===== src/rtl/mrd_pkg.sv =====
// Shared types for the region decoder.
// Assumes size codes 0/1/2/3 mean 1/2/4/8 bytes.
package mrd_pkg;
    typedef enum logic [1:0] {
        KIND_RAZ = 2'd0,
        KIND_RAO = 2'd1,
        KIND_EXT = 2'd2
    } region_kind_e;

    localparam int FLAG_W8  = 0;
    localparam int FLAG_W32 = 1;
    localparam int FLAG_W64 = 2;

    localparam logic [1:0] SZ_1B = 2'd0;
    localparam logic [1:0] SZ_2B = 2'd1;
    localparam logic [1:0] SZ_4B = 2'd2;
    localparam logic [1:0] SZ_8B = 2'd3;
endpackage


===== src/rtl/mrd_region_match.sv =====
// Range compare and width check for one window.
// Assumes START + LEN does not exceed 2^AW.
module mrd_region_match #(
    parameter int          AW    = 32,
    parameter logic [AW-1:0] START = '0,
    parameter logic [AW-1:0] LEN   = 'd4,
    parameter logic [2:0]  FLAGS = 3'b010
) (
    input  logic [AW-1:0] offset,
    input  logic [2:0]    addr_lo,
    input  logic [1:0]    size,
    output logic          hit,
    output logic          legal
);
    import mrd_pkg::*;

    localparam logic [AW:0] END_EXCL = {1'b0, START} + {1'b0, LEN};

    // Half-open range compare on the device offset.
    always_comb begin
        hit = (offset >= START) && ({1'b0, offset} < END_EXCL);
    end

    // Width and natural-alignment check against the window's flags.
    always_comb begin
        unique case (size)
            SZ_1B:   legal = FLAGS[FLAG_W8];
            SZ_4B:   legal = FLAGS[FLAG_W32] && (addr_lo[1:0] == 2'b00);
            SZ_8B:   legal = FLAGS[FLAG_W64] && (addr_lo == 3'b000);
            default: legal = 1'b0;
        endcase
    end
endmodule


===== src/rtl/mrd_pick.sv =====
// Lowest-index selector over a hit vector.
// Assumes windows do not overlap, so at most one bit is normally set.
module mrd_pick #(
    parameter int N = 4,
    localparam int IW = (N > 1) ? $clog2(N) : 1
) (
    input  logic [N-1:0]  req,
    output logic [N-1:0]  grant,
    output logic [IW-1:0] idx
);
    // Scan from the top so the lowest set index wins.
    always_comb begin
        grant = '0;
        idx   = '0;
        for (int i = N - 1; i >= 0; i--) begin
            if (req[i]) begin
                grant    = '0;
                grant[i] = 1'b1;
                idx      = IW'(i);
            end
        end
    end
endmodule


===== src/rtl/mrd_lane_fmt.sv =====
// Masks a right-justified little-endian value to the access width.
// Byte k sits on bits [8k+7:8k]; bytes above the size are zeroed.
module mrd_lane_fmt #(
    parameter int DW = 64
) (
    input  logic [1:0]    size,
    input  logic [DW-1:0] din,
    output logic [DW-1:0] dout
);
    localparam int NB = DW / 8;

    logic [NB-1:0] byte_en;

    // Byte enable count from the size code: 1, 2, 4 or 8 bytes.
    always_comb begin
        for (int b = 0; b < NB; b++) begin
            byte_en[b] = (b < (1 << size));
        end
    end

    genvar g;
    generate
        for (g = 0; g < NB; g++) begin : g_lane
            assign dout[8*g +: 8] = byte_en[g] ? din[8*g +: 8] : 8'h00;
        end
    endgenerate
endmodule


===== src/rtl/mmio_region_decoder.sv =====
// Decodes bus accesses against a parameter table of windows.
// It validates the access width and alignment and forwards legal accesses
// to external windows one cycle later. Stub windows are served internally.
// Assumes windows are non-overlapping and sorted by start offset.
module mmio_region_decoder #(
    parameter int AW    = 32,
    parameter int NREG  = 4,
    parameter int OFF_W = 12,
    parameter logic [AW-1:0] BASE_ADDR = 32'h4000_0000,
    parameter logic [NREG-1:0][AW-1:0] REGION_START =
        {32'h0000_0200, 32'h0000_0100, 32'h0000_0008, 32'h0000_0000},
    parameter logic [NREG-1:0][AW-1:0] REGION_LEN =
        {32'h0000_0020, 32'h0000_0040, 32'h0000_0008, 32'h0000_0008},
    parameter logic [NREG-1:0][2:0] REGION_FLAGS =
        {3'b010, 3'b111, 3'b011, 3'b110},
    parameter logic [NREG-1:0][1:0] REGION_KIND =
        {2'd1, 2'd2, 2'd0, 2'd2}
) (
    input  logic             clk,
    input  logic             rst_n,
    input  logic             req_valid,
    input  logic             req_write,
    input  logic [AW-1:0]    req_addr,
    input  logic [1:0]       req_size,
    input  logic [63:0]      req_wdata,
    output logic             rsp_valid,
    output logic [63:0]      rsp_rdata,
    output logic [NREG-1:0]  sel_onehot,
    output logic             fwd_valid,
    output logic             fwd_write,
    output logic [1:0]       fwd_size,
    output logic [OFF_W-1:0] fwd_offset,
    output logic [63:0]      fwd_wdata,
    input  logic [63:0]      bank_rdata
);
    import mrd_pkg::*;

    localparam int IW = (NREG > 1) ? $clog2(NREG) : 1;

    logic [AW-1:0]   dev_off;
    logic [NREG-1:0] hit_vec;
    logic [NREG-1:0] legal_vec;
    logic [NREG-1:0] hit_oh;
    logic [IW-1:0]   hit_idx;
    logic            acc_ok;
    logic [63:0]     wdata_masked;

    logic             s_valid;
    logic             s_write;
    logic             s_ok;
    logic [NREG-1:0]  s_sel;
    region_kind_e     s_kind;
    logic [1:0]       s_size;
    logic [OFF_W-1:0] s_off;
    logic [63:0]      s_wdata;
    logic [63:0]      rd_raw;
    logic [63:0]      rd_masked;

    // Device-relative offset, wrapping modulo 2^AW.
    assign dev_off = req_addr - BASE_ADDR;

    genvar r;
    generate
        for (r = 0; r < NREG; r++) begin : g_win
            mrd_region_match #(
                .AW   (AW),
                .START(REGION_START[r]),
                .LEN  (REGION_LEN[r]),
                .FLAGS(REGION_FLAGS[r])
            ) u_match (
                .offset (dev_off),
                .addr_lo(req_addr[2:0]),
                .size   (req_size),
                .hit    (hit_vec[r]),
                .legal  (legal_vec[r])
            );
        end
    endgenerate

    mrd_pick #(.N(NREG)) u_pick (
        .req  (hit_vec),
        .grant(hit_oh),
        .idx  (hit_idx)
    );

    // The access goes ahead only if the hit window also accepts its width.
    assign acc_ok = |(hit_oh & legal_vec);

    mrd_lane_fmt #(.DW(64)) u_wfmt (
        .size(req_size),
        .din (req_wdata),
        .dout(wdata_masked)
    );

    // Decode register stage: control fields with reset.
    always_ff @(posedge clk) begin
        if (!rst_n) begin
            s_valid <= 1'b0;
            s_ok    <= 1'b0;
            s_sel   <= '0;
        end else begin
            s_valid <= req_valid;
            s_ok    <= req_valid && acc_ok;
            s_sel   <= (req_valid && acc_ok) ? hit_oh : '0;
        end
    end

    // Decode register stage: payload fields, no reset needed.
    always_ff @(posedge clk) begin
        s_write <= req_write;
        s_kind  <= region_kind_e'(REGION_KIND[hit_idx]);
        s_size  <= req_size;
        s_off   <= OFF_W'(dev_off - REGION_START[hit_idx]);
        s_wdata <= wdata_masked;
    end

    // Read source: bank for external windows, stub constants otherwise.
    always_comb begin
        rd_raw = '0;
        if (s_ok) begin
            unique case (s_kind)
                KIND_EXT: rd_raw = bank_rdata;
                KIND_RAO: rd_raw = '1;
                default:  rd_raw = '0;
            endcase
        end
    end

    mrd_lane_fmt #(.DW(64)) u_rfmt (
        .size(s_size),
        .din (rd_raw),
        .dout(rd_masked)
    );

    assign rsp_valid  = s_valid && !s_write;
    assign rsp_rdata  = rsp_valid ? rd_masked : '0;
    assign sel_onehot = s_sel;
    assign fwd_valid  = s_ok && (s_kind == KIND_EXT);
    assign fwd_write  = s_write;
    assign fwd_size   = s_size;
    assign fwd_offset = s_off;
    assign fwd_wdata  = s_wdata;


    sel_onehot_chk: assert property (@(posedge clk) disable iff (!rst_n)
        $onehot0(sel_onehot));


    fwd_has_sel_chk: assert property (@(posedge clk) disable iff (!rst_n)
        fwd_valid |-> (sel_onehot != '0));


    read_latency_chk: assert property (@(posedge clk) disable iff (!rst_n)
        (req_valid && !req_write) |=> rsp_valid);


    narrow_read_chk: assert property (@(posedge clk) disable iff (!rst_n)
        (req_valid && !req_write && req_size == SZ_1B) |=> (rsp_rdata[63:8] == '0));


    halfword_drop_chk: assert property (@(posedge clk) disable iff (!rst_n)
        (req_valid && req_size == SZ_2B) |=> (!fwd_valid && sel_onehot == '0));
endmodule


===== config.mk =====
export PLATFORM = sky130hd
export DESIGN_NAME = mmio_region_decoder
export DESIGN_NICKNAME = d
export VERILOG_FILES = /design/src/rtl/mrd_pkg.sv /design/src/rtl/mrd_region_match.sv /design/src/rtl/mrd_pick.sv /design/src/rtl/mrd_lane_fmt.sv /design/src/rtl/mmio_region_decoder.sv
export SDC_FILE = /design/constraint.sdc
export NUM_CORES = 1
export LEC_CHECK = 0
export ABC_CLOCK_PERIOD_IN_PS = 6600
export BUFFER_PORTS_ARGS = -buffer_cell sky130_fd_sc_hd__buf_4
export CELL_PAD_IN_SITES_DETAIL_PLACEMENT = 1
export CELL_PAD_IN_SITES_GLOBAL_PLACEMENT = 2
export CORE_ASPECT_RATIO = 1.2
export CORE_MARGIN = 4
export CORE_UTILIZATION = 19
export DETAILED_ROUTE_END_ITERATION = 10
export PLACE_DENSITY = 0.95
export SYNTH_ARGS = -nofsm -noshare
export SYNTH_HDL_FRONTEND = slang
export SYNTH_SLANG_ARGS = --single-unit

===== constraint.sdc =====
create_clock -name clk -period 6.6 [get_ports clk]
set_clock_uncertainty 0.2 [all_clocks]
set_input_delay 0.99 -clock clk [delete_from_list [all_inputs] [get_ports clk]]
set_output_delay 0.99 -clock clk [all_outputs]
set_load 0.05 [all_outputs]

; After elaboration in Yosys (flattened, before gate mapping)
; Index checks and enable logic that the tools add are counted.
[classes]
reduce_logical = 13
n_shift = 2
n_eq_ne = 4
bitwise_logic = 1
add_sub_neg = 2
mux = 27
order_cmp = 25
[op_table]
columns = op, n
row1 = 4-bit by 32-bit less-than comparator with 1-bit output (first input constant), 8
row2 = 3-bit by 32-bit less-than comparator with 1-bit output (first input constant), 4
row3 = 64-bit 2-to-1 mux, 2
row4 = 64-bit case mux with 2 select lines, 1
row5 = 32-bit binary-select mux with 2-bit select, 1
row6 = 1-bit by 32-bit less-than comparator with 1-bit output (first input constant), 2
row7 = 2-bit by 32-bit less-than comparator with 1-bit output (first input constant), 2
row8 = 8-bit 2-to-1 mux, 8
row9 = 1-bit by 2-bit << shifter with 32-bit output (first input constant), 2
row10 = 32-bit by 1-bit greater-or-equal comparator with 1-bit output (second input constant), 1
row11 = 32-bit by 10-bit greater-or-equal comparator with 1-bit output (second input constant), 1
row12 = 32-bit by 4-bit greater-or-equal comparator with 1-bit output (second input constant), 1
row13 = 32-bit by 9-bit greater-or-equal comparator with 1-bit output (second input constant), 1
row14 = 32-bit by 10-bit less-than comparator with 1-bit output (second input constant), 1
row15 = 32-bit by 4-bit less-than comparator with 1-bit output (second input constant), 1
row16 = 32-bit by 5-bit less-than comparator with 1-bit output (second input constant), 1
row17 = 32-bit by 9-bit less-than comparator with 1-bit output (second input constant), 1
row18 = 32-bit by 31-bit subtractor with 32-bit output (second input constant), 1
row19 = 4-bit 2-to-1 mux, 4
row20 = 12-bit 2-to-1 mux, 1
row21 = 12-bit subtractor, 1
row22 = 2-bit 2-to-1 mux, 5
row23 = 1-bit logical AND, 7
row24 = 2-bit equality test (second input constant), 3
row25 = 12 further kinds, 14
[word_totals]
inputBits = 166
ff_bits = 87
out_inout_bits = 149
wordCells = 89

; Logic depth before layout (Yosys ltp)
[depth]
ltp_word = 11
ltp_mapped = 12
depth_no_buf = 12

; Hierarchy
; A second synthesis with hierarchy kept.
[hier_totals]
cells_unflattened = 567
hier_area_um2 = 4489.3
[modules_own_cells]
columns = module, area_each_um2, cells_each, instances, seq_area_each_um2
row1 = mmio_region_decoder, 3161.8, 359, 1, 1741.7
row2 = mrd_lane_fmt, 470.5, 74, 2, 0.0
row3 = mrd_region_match (g_win[2].u_match), 90.1, 13, 1, 0.0
row4 = mrd_region_match (g_win[1].u_match), 88.8, 13, 1, 0.0
row5 = mrd_region_match (g_win[0].u_match), 75.1, 14, 1, 0.0
row6 = mrd_region_match (g_win[3].u_match), 72.6, 11, 1, 0.0
row7 = mrd_pick, 60.1, 9, 1, 0.0

; Worst setup path before layout
; No wires, ideal clock.
[synth_path]
path_type = flip-flop to output port
from = register s_write, in the netlist fwd_write
to = output port rsp_rdata[33]
setup_slack_ps = 2742
t_arrival_ps = 2668
path_stages_with_launch = 6
required_time_ps = 5410
path_cell_list = dfxtp_1 nor2b_1 and3b_1 nand3_1 clkbuf_1 nor2_1
[synth_between]
elab_chain_cells = 3
[synth_lines]
columns = item, line
row1 = from (decl), mmio_region_decoder.sv:49  ; logic s_write;
row2 = from (signal assigned), mmio_region_decoder.sv:110  ; s_write <= req_write;
row3 = 1-bit zero test, mmio_region_decoder.sv:135  ; assign rsp_valid = s_valid && !s_write;
row4 = 1-bit logical AND, mmio_region_decoder.sv:135
row5 = net rsp_valid, mmio_region_decoder.sv:26  ; output logic rsp_valid,
row6 = 64-bit 2-to-1 mux, mmio_region_decoder.sv:136  ; assign rsp_rdata = rsp_valid ? rd_masked : '0;
row7 = to (decl), mmio_region_decoder.sv:27  ; output logic [63:0] rsp_rdata,
; The timed path passes the listed nets, and every way through them passes these cells.

; Worst setup path after layout
[layout_path]
from = input port req_addr[24]
to = register s_off[11], in the netlist fwd_offset[11]
[layout_between]
elab_chain_cells = 10
elab_cells_between_ends = 20
classes_between = add/sub (2) / order compare (8) / mux (6) / reduce/logical (4)
[layout_lines]
columns = item, line
row1 = from (decl), mmio_region_decoder.sv:23  ; input logic [AW-1:0] req_addr,
row2 = 32-bit by 31-bit subtractor with 32-bit output *, mmio_region_decoder.sv:60  ; assign dev_off = req_addr - BASE_ADDR;
row3 = 32-bit by 10-bit greater-or-equal comparator with 1-bit output / 32-bit by 10-bit less-than comparator with 1-bit output (equally long branches), mrd_region_match.sv:21  ; hit = (offset >= START) && ({1'b0, offset} < END_EXCL);
row4 = 1-bit logical AND, mrd_region_match.sv:21
row5 = 2-bit 2-to-1 mux (3 in a row), mrd_pick.sv:16  ; if (req[i]) begin
row6 = 2-bit 2-to-1 mux *, mrd_pick.sv:16
row7 = 32-bit binary-select mux with 2-bit select *, mmio_region_decoder.sv:113  ; s_off <= OFF_W'(dev_off - REGION_START[hit_idx]);
row8 = 12-bit 2-to-1 mux (not written as such) *, mmio_region_decoder.sv:113
row9 = 12-bit subtractor *, mmio_region_decoder.sv:113
row10 = to (signal assigned), mmio_region_decoder.sv:113
row11 = to (decl), mmio_region_decoder.sv:54  ; logic [OFF_W-1:0] s_off;
; Every way passes the cells marked *; elsewhere a longest branch is shown, timed or not. The select of a mux whose other input is x is not followed.
; A chain may end at the register's enable or synchronous reset.

==> run summary <==
status -> complete, no violations
worst slew pin tran -> 0.671 ns
CP Cell Sequence -> buf_4 > or4_1 > nor2_2 > nand4_1 > inv_1 > ha_1 > ha_1 > or4b_4 > a21oi_2 > nor2b_1 > nor3_2 > xor2_1
final core occ -> 36.1%
Port Buf Inserts -> 314
crit path kind -> in2reg
P_int -> 0.931 mW
startpoint types -> input pin
Final Hold Fails -> 0
# diodes -> 0
top-area cell type share of the netlist area -> 52.2%
Vias -> 3841
Clock power frac -> 38.4%
Critical Path End Type -> flip-flop
post-DP HPWL -> 11.9 mm
core region area -> 0.0170 mm2
Logic pwr share -> 19.3%
worst setup path startpoint -> req_addr[24]
first-pass GRT wire length -> 21.8 mm
Hold Slack -> 0.540 ns
minimum clock period -> 3.51 ns
Cell Area, Synth -> 0.00334 mm2
synth top area cells -> dfxtp_1, a21oi_1, nor2_1
# placed instances -> 886
Finished Layout Cells -> 902
final setup fails -> 0
Clock Sinks -> 87
Die Wd -> 129 um
grt ovf -> 0
DRT Wirelength -> 14.6 mm
net load switching power -> 0.388 mW
CP dominant cell by count -> ha_1
hold_buf cts -> 0
number of global-route vias before repair -> 4041
GPL Wtd Cong -> 0.799
register area share after synthesis -> 52.2%
Critical Path Slowest Stage Cell -> or4_1
Post-Place Cell Area -> 0.00586 mm2
RSZ-0062 raised after global routing -> false
share of cells above drive strength 1 -> 49.7%
DR DRC count -> 0
Max Fclk -> 285 MHz
post-layout instance area -> 0.00616 mm2
Cell Pwr Density -> 214 mW/mm2
I/O pin cnt -> 315
Worst Setup EP -> fwd_offset[11]
post-DR wirelength/cell -> 16.2 um
Synth warnings -> 0
crit path DAT -> 3.59 ns
Max-Cap Viols -> 0
GR Util All Layers -> 14.2%
Initial Util -> 19.6%
switching part of the total -> 29.4%
PnR Total Power -> 1.32 mW
clk slew on worst S/H paths -> 0.08 ns
Sequential Power Share -> 42.3%
CP max FO -> 6
worst vdd ir -> 0.162 mV
pin count of the biggest net entering global routing -> 66
H-Tree Depth -> 3
Synthesized Nets -> 562
P_leak -> 3.15 nW
first-pass iteration count of the detailed router -> 4
post-synth top area cell -> dfxtp_1
antenna-violating nets left -> 0
Max Root-Sink Buffers -> 2
Synth Register Bits -> 87
Place WS -> 2.70 ns
DR iter-0 viols -> 53
Layout Nets -> 855
final max-slew violation count -> 0
initial antenna violation count -> 0
clock root buffer -> clkbuf_16
area of the die -> 0.0197 mm2
CP Data Required Time -> 6.68 ns
slew margin rel. -> 55.2%
total setup buffers inserted after CTS -> 0
Yosys cell types -> 36
Layout area overhead -> 84.7%
Avg Synthesized Cell Area -> 8.60 um2
hold depth -> 1
num rows -> 52
Final TNS setup -> 0 ns
worst min path class -> in2reg
slowest stage delay, CP -> 0.53 ns
Num CTS Buffers -> 9
CTS tree -> built
via-per-instance ratio -> 4.26
cts repair resizes -> 0
fin crit share -> 53.2%
die height -> 153 um
PnR worst setup slack -> 3.09 ns
Syn Inst Count -> 388
-- power groups by stage --
stage          Combinational (mW)  Clock [mW]  Sequential (mW)
6_report                    0.255       0.507            0.557
5_1_grt                     0.272       0.551            0.560
3_3_place_gp                0.255           0            0.569
4_1_cts                     0.259       0.528            0.558
3_5_place_dp                0.258           0            0.570
2_1_floorplan              0.0396           0            0.657
-- synthesized netlist by cell type (all sizes together) --
cell type	number
dfxtp	87
nor2	72
a21oi	69
and3	32
clkbuf	32
and2	17
inv	11
nor2b	10
ha	8
nand2	6
nor4	5
xor2	5
o21ai	4
a211oi	3
buf	3
nand4	3
nor3	3
nor3b	3
nand2b	2
nand3	2
a2111oi	1
a21boi	1
a21o	1
and3b	1
and4b	1
nand3b	1
nand4b	1
o211a	1
or4	1
or4b	1
xnor2	1
-- state kept, by name, indices dropped and copies added, names as in the netlist --
| signal | count |
|---|---|
| fwd_wdata | 64 |
| sel_onehot | 4 |
| s_valid | 1 |
| fwd_offset | 12 |
| fwd_write | 1 |
| fwd_size | 2 |
| s_kind | 2 |
| s_ok | 1 |
-- per-layer routing --
metal,part of all wire (%),global-route usage (%),routed length [um]
met1,35,14.5,5140
met3,14,7.12,1980
met5,0,0,0
met4,1.1,4.20,160
met2,50,25.3,7360
-- area by class of cell --
type / instances / area, um2
Multi-Input combinational cell: 255 / 1430
Fill cell: 2069 / 10900
Tap cell: 216 / 270
Timing Repair Buffer: 317 / 2380
Inverter: 11 / 41.3
Clock buffer: 9 / 225
Clock inverter: 7 / 75.1
Sequential cell: 87 / 1740
-- critical path, delay by kind of cell --
kind	cells	cell delay (ns)
AOI/OAI and AO/OA	1	0.19
xor gates and xnor gates	1	0.15
adders and majority gates	2	0.36
buffers and inverters	2	0.22
and+or+nand+nor	6	1.68
-- kinds of logic (layout without fill, tap and decap cells) --
| kind of cell | Yosys count | in the layout | synth area share, % |
|---|---|---|---|
| AOI/OAI and AO/OA | 80 | 80 | 13.0 |
| buffers and inverters | 46 | 344 | 5.18 |
| adders and majority gates | 8 | 8 | 3.00 |
| and+or+nand+nor | 161 | 161 | 25.1 |
| DFF | 87 | 87 | 52.2 |
| xor gates and xnor gates | 6 | 6 | 1.58 |
-- placed cells by master (no fill, tap or decap), types with 5 or more instances in the layout --
cell         n
nand2_1      6
inv_1       11
dfxtp_1     87
ha_1         6
nor2b_1     10
buf_4      317
and2_1      17
nor4_1       5
and3_1      32
nor2_1      71
clkbuf_16    9
xor2_1       5
a21oi_1     67
-- worst min-delay path by stage --
stage,from,slack [ns],end
floorplan,req_addr[0],0.82,fwd_offset[0]
global placement,req_wdata[4],0.89,fwd_wdata[4]
detailed placement,req_wdata[1],0.90,fwd_wdata[1]
CTS,req_wdata[5],0.52,fwd_wdata[5]
global route,req_wdata[5],0.51,fwd_wdata[5]
finish,req_wdata[0],0.54,fwd_wdata[0]
(Power assumes the default switching activity.)
